<file path="src/rtl/parityGuardPkg.sv">
package parityGuardPkg;
  // Strobes from control to datapath, one cycle's worth of intent.
  typedef struct packed {
    logic storeWrite;
    logic checkRead;
  } pathStrobe_t;
endpackage

</file>
<file path="src/rtl/parityGuardPath.sv">
module parityGuardPath
  import parityGuardPkg::*;
#(
  parameter int LANES  = 2,
  parameter int LANE_W = 8,
  localparam int DATA_W = LANES * LANE_W
) (
  input  pathStrobe_t       strobe,
  input  logic [LANES-1:0]  byteEn,
  input  logic [DATA_W-1:0] wrData,
  input  logic [DATA_W-1:0] rdData,
  input  logic [LANES-1:0]  parIn,
  output logic [LANES-1:0]  parOut,
  output logic [LANES-1:0]  parWe,
  output logic [LANES-1:0]  mismatch
);
  for (genvar g = 0; g < LANES; g++) begin : g_lane
    logic wrEven;
    logic rdOdd;
    assign wrEven      = ~(^wrData[g*LANE_W +: LANE_W]);
    assign rdOdd       = ^{rdData[g*LANE_W +: LANE_W], parIn[g]};
    assign parOut[g]   = wrEven;
    assign parWe[g]    = strobe.storeWrite & byteEn[g];
    assign mismatch[g] = strobe.checkRead & byteEn[g] & ~rdOdd;
  end
endmodule

</file>
<file path="src/rtl/parityGuardCtrl.sv">
module parityGuardCtrl
  import parityGuardPkg::*;
#(
  parameter int LANES = 2
) (
  input  logic             clk,
  input  logic             rstN,
  input  logic             wrStrobe,
  input  logic             rdStrobe,
  input  logic             errClear,
  input  logic             cfgNmiOff,
  input  logic             portNmiOff,
  input  logic [LANES-1:0] mismatch,
  output pathStrobe_t      strobe,
  output logic [LANES-1:0] errByte,
  output logic             parErr,
  output logic             nmiReq
);
  logic [LANES-1:0] errQ;
  logic             nmiGate;

  always_comb begin
    strobe            = '0;
    strobe.storeWrite = wrStrobe;
    strobe.checkRead  = rdStrobe;
  end

  always_ff @(posedge clk or negedge rstN) begin
    if (!rstN)         errQ <= '0;
    else if (errClear) errQ <= mismatch;
    else               errQ <= errQ | mismatch;
  end

  assign nmiGate = ~(cfgNmiOff | portNmiOff);
  assign errByte = errQ;
  assign parErr  = |errQ;
  assign nmiReq  = parErr & nmiGate;
endmodule

</file>
<file path="src/rtl/parityGuard.sv">
module parityGuard
  import parityGuardPkg::*;
#(
  parameter int LANES  = 2,
  parameter int LANE_W = 8,
  localparam int DATA_W = LANES * LANE_W
) (
  input  logic              clk,
  input  logic              rstN,
  input  logic              wrStrobe,
  input  logic              rdStrobe,
  input  logic [LANES-1:0]  byteEn,
  input  logic [DATA_W-1:0] wrData,
  input  logic [DATA_W-1:0] rdData,
  input  logic [LANES-1:0]  parIn,
  input  logic              errClear,
  input  logic              cfgNmiOff,
  input  logic              portNmiOff,
  output logic [LANES-1:0]  parOut,
  output logic [LANES-1:0]  parWe,
  output logic [LANES-1:0]  errByte,
  output logic              parErr,
  output logic              nmiReq
);
  pathStrobe_t      strobe;
  logic [LANES-1:0] mismatch;

  parityGuardCtrl #(.LANES(LANES)) u_ctrl (
    .clk(clk), .rstN(rstN), .wrStrobe(wrStrobe), .rdStrobe(rdStrobe),
    .errClear(errClear), .cfgNmiOff(cfgNmiOff), .portNmiOff(portNmiOff),
    .mismatch(mismatch), .strobe(strobe), .errByte(errByte),
    .parErr(parErr), .nmiReq(nmiReq)
  );

  parityGuardPath #(.LANES(LANES), .LANE_W(LANE_W)) u_path (
    .strobe(strobe), .byteEn(byteEn), .wrData(wrData), .rdData(rdData),
    .parIn(parIn), .parOut(parOut), .parWe(parWe), .mismatch(mismatch)
  );
endmodule

</file>
<file path="config.mk">
export PLATFORM = sky130hd
export DESIGN_NAME = parityGuard
export DESIGN_NICKNAME = d
export VERILOG_FILES = /design/src/rtl/parityGuardPkg.sv /design/src/rtl/parityGuardPath.sv /design/src/rtl/parityGuardCtrl.sv /design/src/rtl/parityGuard.sv
export SDC_FILE = /design/constraint.sdc
export NUM_CORES = 1
export LEC_CHECK = 0
export BUFFER_PORTS_ARGS = -buffer_cell sky130_fd_sc_hd__clkbuf_2
export CAP_MARGIN = 10
export CORE_AREA = 2 2 39 41
export DETAILED_ROUTE_END_ITERATION = 10
export DIE_AREA = 0 0 41 43
export PLACE_DENSITY = 0.86
export RECOVER_POWER = 25
export SYNTH_ARGS = -nofsm -noshare
export SYNTH_HDL_FRONTEND = slang
export SYNTH_SLANG_ARGS = --single-unit
</file>
<file path="constraint.sdc">
create_clock -name clk -period 1.8 [get_ports clk]
set_clock_uncertainty 0.15 [all_clocks]
set_input_delay 0.36 -clock clk [delete_from_list [all_inputs] [get_ports clk]]
set_output_delay 0.36 -clock clk [all_outputs]
set_load 0.02 [all_outputs]
</file>
==> flow_results.xml, run 1 <==
<?xml version="1.0" encoding="UTF-8"?>
<metrics>
  <group name="global_route">
    <metric name="track_usage" unit="%">12.2</metric>
    <metric name="gr-usage-met1" unit="%">7.03</metric>
    <metric name="grt_pass1_vias" unit="">463</metric>
    <metric name="maximum_number_of_pins_on_one_net_before_global_route_repair" unit="">4</metric>
    <metric name="grt_first_pass_wirelength" unit="microns">1470</metric>
    <metric name="grt-busiest-layer" unit="">met2</metric>
    <metric name="overflow" unit="">0</metric>
    <metric name="grt.met2_usage" unit="%">24.4</metric>
    <metric name="antenna_found_initial" unit="">0</metric>
    <metric name="global_route.usage.met3" unit="%">3.14</metric>
  </group>
  <group name="power">
    <metric name="leakage" unit="uW">0.000371</metric>
    <metric name="p_total" unit="uW">462</metric>
    <metric name="power.density" unit="mW/mm^2">670</metric>
    <metric name="vdd_ir_drop_max" unit="mV">0.216</metric>
  </group>
  <group name="finish">
    <metric name="area.growth.synth_to_final" unit="%">70.6</metric>
    <metric name="post_route_cells_drive_above_1_share" unit="%">56.4</metric>
    <metric name="commonest_non_fill_non_tap_cell_in_the_layout" unit="">sky130_fd_sc_hd__clkbuf_2</metric>
    <metric name="nets" unit="">139</metric>
    <metric name="antenna_cells" unit="">0</metric>
    <metric name="layout.cells.most_common_list" unit="">48 x sky130_fd_sc_hd__clkbuf_2, 22 x sky130_fd_sc_hd__xnor2_1, 3 x sky130_fd_sc_hd__nand2_1, 3 x sky130_fd_sc_hd__clkbuf_4</metric>
    <metric name="largest_register_ffs" unit="">2</metric>
  </group>
  <group name="worst_hold_path">
    <metric name="min-delay-path-class" unit="">primary input to register</metric>
  </group>
  <group name="floorplanning">
    <metric name="die_x" unit="microns">41</metric>
    <metric name="floorplan.die.height" unit="microns">43</metric>
    <metric name="floorplan.initialDensity" unit="%">29.2</metric>
    <metric name="design.portCount" unit="">51</metric>
    <metric name="die_area" unit="sq mm">0.00176</metric>
    <metric name="standard_cell_core_area" unit="sq mm">0.00138</metric>
    <metric name="placementRows" unit="">14</metric>
  </group>
  <group name="timing">
    <metric name="period_needed" unit="ns">1.64</metric>
    <metric name="setup_repair_after_global_routing_missed_its_margin" unit="">no</metric>
    <metric name="achievable-frequency" unit="MHz">608</metric>
    <metric name="setup_ws" unit="ns">0.156</metric>
    <metric name="final_sum_of_negative_setup_slack" unit="ns">0</metric>
    <metric name="finalHoldViolCount" unit="">0</metric>
    <metric name="layout_worst_path_cycle_share" unit="%">91.3</metric>
    <metric name="final-setup-viol-count" unit="">0</metric>
    <metric name="worst_slew_pin_slew" unit="ns">0.247</metric>
    <metric name="slew_violations" unit="">0</metric>
    <metric name="slew-limit-headroom" unit="%">83.6</metric>
  </group>
  <group name="cts">
    <metric name="tritoncts_num_sinks" unit="">2</metric>
    <metric name="tritoncts" unit="">built</metric>
    <metric name="cts_hold_repair.buffers" unit="">1</metric>
    <metric name="cts.path.max_buffers" unit="">2</metric>
    <metric name="cts_post_setup_buffers_inserted" unit="">0</metric>
    <metric name="cts_inserted_buffers" unit="">3</metric>
    <metric name="h-tree-depth" unit="">1</metric>
    <metric name="cts.repair.resized" unit="">0</metric>
    <metric name="clk_latency" unit="ns">0.22</metric>
    <metric name="clockRootBuffer" unit="">sky130_fd_sc_hd__clkbuf_4</metric>
    <metric name="clkTransAtPathRegs" unit="ns">0.03</metric>
  </group>
  <group name="logic_synthesis">
    <metric name="yosys_top_cell_by_area" unit="">sky130_fd_sc_hd__xnor2_1</metric>
    <metric name="synth_top_area_share" unit="%">47.7</metric>
    <metric name="synth_sequential_area_ratio" unit="%">12.4</metric>
    <metric name="synth_warnings" unit="">0</metric>
    <metric name="count_of_distinct_cell_types_in_the_synthesized_netlist" unit="">11</metric>
    <metric name="synth.cell_area" unit="sq um">404</metric>
    <metric name="synth_area_per_cell" unit="sq um">9.62</metric>
    <metric name="ys_ff_latch" unit="">2</metric>
    <metric name="mappedNetlistNets" unit="">85</metric>
    <metric name="synth_area_leaders" unit="">sky130_fd_sc_hd__xnor2_1 48%, sky130_fd_sc_hd__dfrtp_1 12%, sky130_fd_sc_hd__xnor3_1 11%, sky130_fd_sc_hd__xnor2_2 8.0%, sky130_fd_sc_hd__xor2_1 4.3%</metric>
    <metric name="synthCells" unit="">42</metric>
  </group>
  <group name="setup_path">
    <metric name="crit_start" unit="">wrData[7]</metric>
    <metric name="worst_r2r_endpoint" unit="">u_ctrl.errByte[1]</metric>
    <metric name="end_kind" unit="">output port</metric>
    <metric name="reg2reg_from" unit="">u_ctrl.errByte[1]</metric>
    <metric name="worst_ep_arrival_time" unit="ns">1.13</metric>
    <metric name="critical_path_class" unit="">primary input to output port</metric>
    <metric name="reg2reg_slack" unit="ns">0.97</metric>
    <metric name="reg2regPathDepth" unit="">2</metric>
    <metric name="timing.critical_path.fanout_max" unit="">1</metric>
    <metric name="critical_path.endpoint" unit="">parOut[0]</metric>
    <metric name="cp_data_required_time" unit="ns">1.29</metric>
    <metric name="setup.worst_path.start_class" unit="">primary input</metric>
  </group>
  <group name="placed_design">
    <metric name="dpl_worst_slack" unit="ns">0.152</metric>
    <metric name="routabilityCongestion" unit="">0.639</metric>
    <metric name="placement.io_buffers" unit="">50</metric>
    <metric name="dp_hpwl" unit="microns">898</metric>
  </group>
  <group name="detailed_routing">
    <metric name="routed_wirelength" unit="microns">919</metric>
    <metric name="final_antenna_net_count" unit="">0</metric>
    <metric name="route.detailed.drc" unit="">0</metric>
    <metric name="drt-vias-per-instance" unit="">4.24</metric>
    <metric name="vias" unit="">466</metric>
    <metric name="routedWlPerCell" unit="microns">8.35</metric>
    <metric name="drt_pass1_iterations" unit="">4</metric>
    <metric name="dr.first_iter.drc_count" unit="">2</metric>
  </group>
  <group name="run">
    <metric name="maxCapViolCount" unit="">0</metric>
  </group>
  <group name="outcome">
    <metric name="run_status" unit="">finished, final reports clean</metric>
  </group>
</metrics>
-- critical path, cell delays in order --
cell,delay [ns]
sky130_fd_sc_hd__clkbuf_2,0.09
sky130_fd_sc_hd__xnor2_1,0.20
sky130_fd_sc_hd__xnor2_1,0.16
sky130_fd_sc_hd__xnor2_1,0.14
sky130_fd_sc_hd__clkbuf_2,0.19
-- routing by layer --
metal / share of wire, % / wire length (microns)
met1: 25 / 231
met2: 62 / 569
met3: 12 / 109
met5: 0 / 0
met4: 0.98 / 9
-- cell usage after synthesis --
master	count
sky130_fd_sc_hd__and2_1	2
sky130_fd_sc_hd__xnor2_1	22
sky130_fd_sc_hd__xnor3_1	2
sky130_fd_sc_hd__xnor2_2	2
sky130_fd_sc_hd__a211oi_1	1
sky130_fd_sc_hd__dfrtp_1	2
sky130_fd_sc_hd__xor2_1	2
sky130_fd_sc_hd__inv_1	2
sky130_fd_sc_hd__buf_4	2
sky130_fd_sc_hd__nand2_1	3
sky130_fd_sc_hd__o22ai_1	2
-- worst min-delay path by stage --
stage / from / endpoint / slack [ns] / cells after the start
after CTS: errClear / u_ctrl.errByte[0] / 0.20 / 2
after floorplan: rstN / u_ctrl.errByte[0] / -0.09 / 0
after global routing: errClear / u_ctrl.errByte[0] / 0.20 / 2
after detailed placement: rstN / u_ctrl.errByte[0] / 0.001 / 1
after global placement: rstN / u_ctrl.errByte[1] / -0.004 / 1
final: errClear / u_ctrl.errByte[0] / 0.20 / 2
-- power by group --
part	total, uW	internal [uW]	switching, uW	leakage [uW]
Combinational	306	157	149	0.000331
Sequential	61.5	56.0	5.40	0.0000260
Clock	94.1	73.1	21.0	0.0000138
Total	462	286	176	0.000371
-- through the flow --
step           std cells  instance area [sq um]  utilization (%)  hold WS [ns]
6_report             110                    689             49.8         0.201
4_1_cts              110                    692             50.0         0.197
5_1_grt              110                    689             49.8         0.201
3_5_place_dp         106                    659             47.6       0.00135
2_1_floorplan         42                    404                -       -0.0856
3_3_place_gp         106                    659             47.6      -0.00414
-- cell type report --
class | instances | area (sq um)
Fill cell | 141 | 694
Multi-Input combinational cell | 36 | 332
Timing Repair Buffer | 51 | 258
Sequential cell | 2 | 50.0
Clock buffer | 3 | 22.5
Tap cell | 16 | 20.0
Inverter | 2 | 7.51
-- cells by family after synthesis --
kind of cell / after synthesis / synth area share [%]
AO/OA/AOI/OAI: 3 / 4.95
XOR/XNOR: 28 / 71.2
buffers and inverters: 4 / 5.57
AND/OR/NAND/NOR: 5 / 5.88
flip-flops: 2 / 12.4
(Power assumes the default switching activity.)
==> run 2, diff against run 1 <==
--- a/config.mk
+++ b/config.mk
@@ -7,11 +7,12 @@
 export LEC_CHECK = 0
 export BUFFER_PORTS_ARGS = -buffer_cell sky130_fd_sc_hd__clkbuf_2
 export CAP_MARGIN = 10
-export CORE_AREA = 2 2 39 41
+export CORE_UTILIZATION = 34
+export CTS_BUF_LIST = sky130_fd_sc_hd__clkbuf_8
 export DETAILED_ROUTE_END_ITERATION = 10
-export DIE_AREA = 0 0 41 43
-export PLACE_DENSITY = 0.86
+export PLACE_DENSITY = 0.9
 export RECOVER_POWER = 25
 export SYNTH_ARGS = -nofsm -noshare
 export SYNTH_HDL_FRONTEND = slang
+export SYNTH_HIERARCHICAL = 1
 export SYNTH_SLANG_ARGS = --single-unit
==> constraint.sdc (replaced) <==
create_clock -name clk -period 1.85 [get_ports clk]
set_clock_uncertainty 0.15 [all_clocks]
set_input_delay 0.37 -clock clk [delete_from_list [all_inputs] [get_ports clk]]
set_output_delay 0.37 -clock clk [all_outputs]
set_load 0.02 [all_outputs]
==> run 2 against run 1 <==
Synthesized area up 11%. Wire length shrank 0.33%. First-iteration DRC count shrank 100%. Critical path depth did not move. Clock power increased by 79%. Sequential share of layout area decreased by 0.45 points.
==> flow_results.xml, run 2 <==
<?xml version="1.0" encoding="UTF-8"?>
<metrics>
  <group name="global_route">
    <metric name="grt.met2_usage" unit="%">29.7</metric>
    <metric name="gr-usage-met1" unit="%">8.90</metric>
    <metric name="antenna_found_initial" unit="">0</metric>
    <metric name="overflow" unit="">0</metric>
    <metric name="maximum_number_of_pins_on_one_net_before_global_route_repair" unit="">4</metric>
    <metric name="grt-busiest-layer" unit="">met2</metric>
    <metric name="grt_pass1_vias" unit="">406</metric>
    <metric name="grt_first_pass_wirelength" unit="microns">1320</metric>
    <metric name="track_usage" unit="%">14.1</metric>
    <metric name="global_route.usage.met3" unit="%">8.72</metric>
  </group>
  <group name="finish">
    <metric name="multi_input_area" unit="sq um">364</metric>
    <metric name="post_route_cells_drive_above_1_share" unit="%">55.8</metric>
    <metric name="antenna_cells" unit="">0</metric>
    <metric name="seqCellArea" unit="sq um">50.0</metric>
    <metric name="commonest_non_fill_non_tap_cell_in_the_layout" unit="">sky130_fd_sc_hd__clkbuf_2</metric>
    <metric name="fillCellCount" unit="">103</metric>
    <metric name="nets" unit="">140</metric>
    <metric name="largest_register_ffs" unit="">2</metric>
    <metric name="area.growth.synth_to_final" unit="%">64.0</metric>
    <metric name="layout.cells.most_common_list" unit="">48 x sky130_fd_sc_hd__clkbuf_2, 18 x sky130_fd_sc_hd__xnor2_1, 4 x sky130_fd_sc_hd__xnor3_1</metric>
  </group>
  <group name="setup_path">
    <metric name="cp_data_required_time" unit="ns">1.33</metric>
    <metric name="timing.critical_path.fanout_max" unit="">1</metric>
    <metric name="worst_ep_arrival_time" unit="ns">1.12</metric>
    <metric name="reg2regPathDepth" unit="">1</metric>
    <metric name="end_kind" unit="">output port</metric>
    <metric name="critical_path_class" unit="">primary input to output port</metric>
    <metric name="setup.worst_path.start_class" unit="">primary input</metric>
  </group>
  <group name="timing">
    <metric name="setup_repair_after_global_routing_missed_its_margin" unit="">no</metric>
    <metric name="final_sum_of_negative_setup_slack" unit="ns">0</metric>
    <metric name="period_needed" unit="ns">1.64</metric>
    <metric name="finalHoldViolCount" unit="">0</metric>
    <metric name="final-setup-viol-count" unit="">0</metric>
    <metric name="slew_violations" unit="">0</metric>
    <metric name="achievable-frequency" unit="MHz">611</metric>
    <metric name="slew-limit-headroom" unit="%">82.5</metric>
    <metric name="layout_worst_path_cycle_share" unit="%">88.5</metric>
    <metric name="worst_slew_pin_slew" unit="ns">0.263</metric>
  </group>
  <group name="floorplanning">
    <metric name="floorplan.initialDensity" unit="%">38.2</metric>
    <metric name="floorplan.die.height" unit="microns">38.3</metric>
    <metric name="die_area" unit="sq mm">0.00147</metric>
    <metric name="standard_cell_core_area" unit="sq mm">0.00117</metric>
    <metric name="design.portCount" unit="">51</metric>
    <metric name="die_x" unit="microns">38.3</metric>
    <metric name="placementRows" unit="">12</metric>
  </group>
  <group name="logic_synthesis">
    <metric name="mappedNetlistNets" unit="">88</metric>
    <metric name="synth_async_sr_flop_share" unit="%">100</metric>
    <metric name="ys.flop_type" unit="">sky130_fd_sc_hd__dfrtp_1</metric>
    <metric name="ys_ff_latch" unit="">2</metric>
    <metric name="synth_top_area_share" unit="%">35.2</metric>
    <metric name="synth_area_per_cell" unit="sq um">9.95</metric>
    <metric name="netlist_top_cells_count" unit="">18 x sky130_fd_sc_hd__xnor2_1, 4 x sky130_fd_sc_hd__buf_4, 4 x sky130_fd_sc_hd__xnor3_1</metric>
    <metric name="synthCells" unit="">45</metric>
    <metric name="synth_sequential_area_ratio" unit="%">11.2</metric>
    <metric name="synth.cell_area" unit="sq um">448</metric>
    <metric name="count_of_distinct_cell_types_in_the_synthesized_netlist" unit="">14</metric>
    <metric name="yosys_top_cell_by_area" unit="">sky130_fd_sc_hd__xnor2_1</metric>
    <metric name="synth_warnings" unit="">6</metric>
    <metric name="yosysMostFrequentCell" unit="">sky130_fd_sc_hd__xnor2_1</metric>
    <metric name="synth_edf_count" unit="">0</metric>
    <metric name="synth_area_leaders" unit="">sky130_fd_sc_hd__xnor2_1 35%, sky130_fd_sc_hd__xnor3_1 20%, sky130_fd_sc_hd__dfrtp_1 11%, sky130_fd_sc_hd__buf_4 6.7%, sky130_fd_sc_hd__mux2_4 6.7%</metric>
  </group>
  <group name="placed_design">
    <metric name="routabilityCongestion" unit="">0.596</metric>
    <metric name="dp_hpwl" unit="microns">851</metric>
    <metric name="placement.io_buffers" unit="">50</metric>
  </group>
  <group name="detailed_routing">
    <metric name="final_antenna_net_count" unit="">0</metric>
    <metric name="drt_pass1_iterations" unit="">1</metric>
    <metric name="route.detailed.drc" unit="">0</metric>
    <metric name="routed_wirelength" unit="microns">916</metric>
    <metric name="drt-vias-per-instance" unit="">4.32</metric>
    <metric name="vias" unit="">471</metric>
    <metric name="dr.first_iter.drc_count" unit="">0</metric>
    <metric name="routedWlPerCell" unit="microns">8.40</metric>
  </group>
  <group name="worst_hold_path">
    <metric name="min-delay-path-class" unit="">primary input to register</metric>
    <metric name="hold_critical_path_depth" unit="">3</metric>
  </group>
  <group name="power">
    <metric name="vdd_ir_drop_max" unit="mV">0.504</metric>
    <metric name="p_total" unit="uW">516</metric>
    <metric name="power.density" unit="mW/mm^2">702</metric>
    <metric name="leakage" unit="uW">0.000425</metric>
  </group>
  <group name="outcome">
    <metric name="run_status" unit="">finished, final reports clean</metric>
  </group>
  <group name="cts">
    <metric name="clockRootBuffer" unit="">sky130_fd_sc_hd__clkbuf_8</metric>
    <metric name="tritoncts_num_sinks" unit="">2</metric>
    <metric name="clk_latency" unit="ns">0.21</metric>
    <metric name="clkTransAtPathRegs" unit="ns">0.03</metric>
    <metric name="cts.path.max_buffers" unit="">2</metric>
    <metric name="tritoncts" unit="">built</metric>
    <metric name="cts_inserted_buffers" unit="">3</metric>
    <metric name="h-tree-depth" unit="">1</metric>
  </group>
  <group name="run">
    <metric name="maxCapViolCount" unit="">0</metric>
  </group>
</metrics>
## run 2: cell count changes in the layout (fill, tap and decap cells not counted), sizes merged, moves of 2 or more
| cell | previous run | this run |
|---|---|---|
| o22ai | 2 | 0 |
| nor2b | 0 | 2 |
| xnor3 | 2 | 4 |
| nor2 | 0 | 2 |
| xnor2 | 24 | 18 |
| a21o | 0 | 2 |
| mux2 | 0 | 2 |
## run 2: report_power, final
group	total [uW]	internal [uW]	switching [uW]
clock network	168	137	31.0
logic	286	157	129
registers	61.0	53.9	7.07
total	516	348	167
## run 2: cells by family (layout without fill, tap and decap cells)
kind of cell	count (synthesis)	count (layout)	synth area share [%]
flops	2	2	11.2
xor+xnor	24	24	59.2
mux	2	2	6.70
simple gates	10	10	12.0
buf+inv	5	55	7.54
compound gates	2	2	3.35
## run 2: layout make-up
cell class | instances | area share (%)
Inverter | 1 | 0.511
Tap cell | 14 | 2.39
Clock buffer | 3 | 5.62
Timing Repair Buffer | 51 | 35.1
Sequential cell | 2 | 6.81
Multi-Input combinational cell | 38 | 49.6
## run 2: what timing repair did
item / 4_1_cts / 5_1_grt
hold buffers: 1 / 0
resized for setup: 0 / 0
setup buffers: 0 / 0
endpoints found under the hold margin: 2 / 0
## run 2: final timing paths
check	to	start	slack [ns]
setup / recovery	parOut[0]	wrData[5]	0.21
hold / removal	u_ctrl/errByte[1]	errClear	0.30
setup reg to reg	u_ctrl/errByte[0]	u_ctrl/errByte[0]	1.04
hold reg to reg	u_ctrl/errByte[1]	u_ctrl/errByte[1]	0.34
max in group asynchronous	u_ctrl/errByte[0]	rstN	1.10
min in group asynchronous	u_ctrl/errByte[1]	rstN	0.32
## run 2: per-stage QoR
stage	instances	instance area, sq um	worst slack [ns]	hold WS (ns)	util [%]
floorplan	45	448	0.0697	-0.0756	-
global placement	105	686	0.124	0.00624	58.5
detailed placement	105	686	0.0986	0.00867	58.5
CTS	109	737	0.194	0.293	62.9
global route	109	734	0.106	0.310	62.7
finish	109	734	0.213	0.297	62.7
## run 2: metal layers
metal,share of wire (%),vias up
met5,0,-
met4,0,0
met3,14,0
met2,54,40
met1,31,191
li1,-,240
## run 2: critical path, cell delays in order
cell and delay (ns):
sky130_fd_sc_hd__clkbuf_2 0.09, sky130_fd_sc_hd__xnor2_1 0.19, sky130_fd_sc_hd__xnor2_1 0.16, sky130_fd_sc_hd__xnor2_1 0.13, sky130_fd_sc_hd__clkbuf_2 0.18
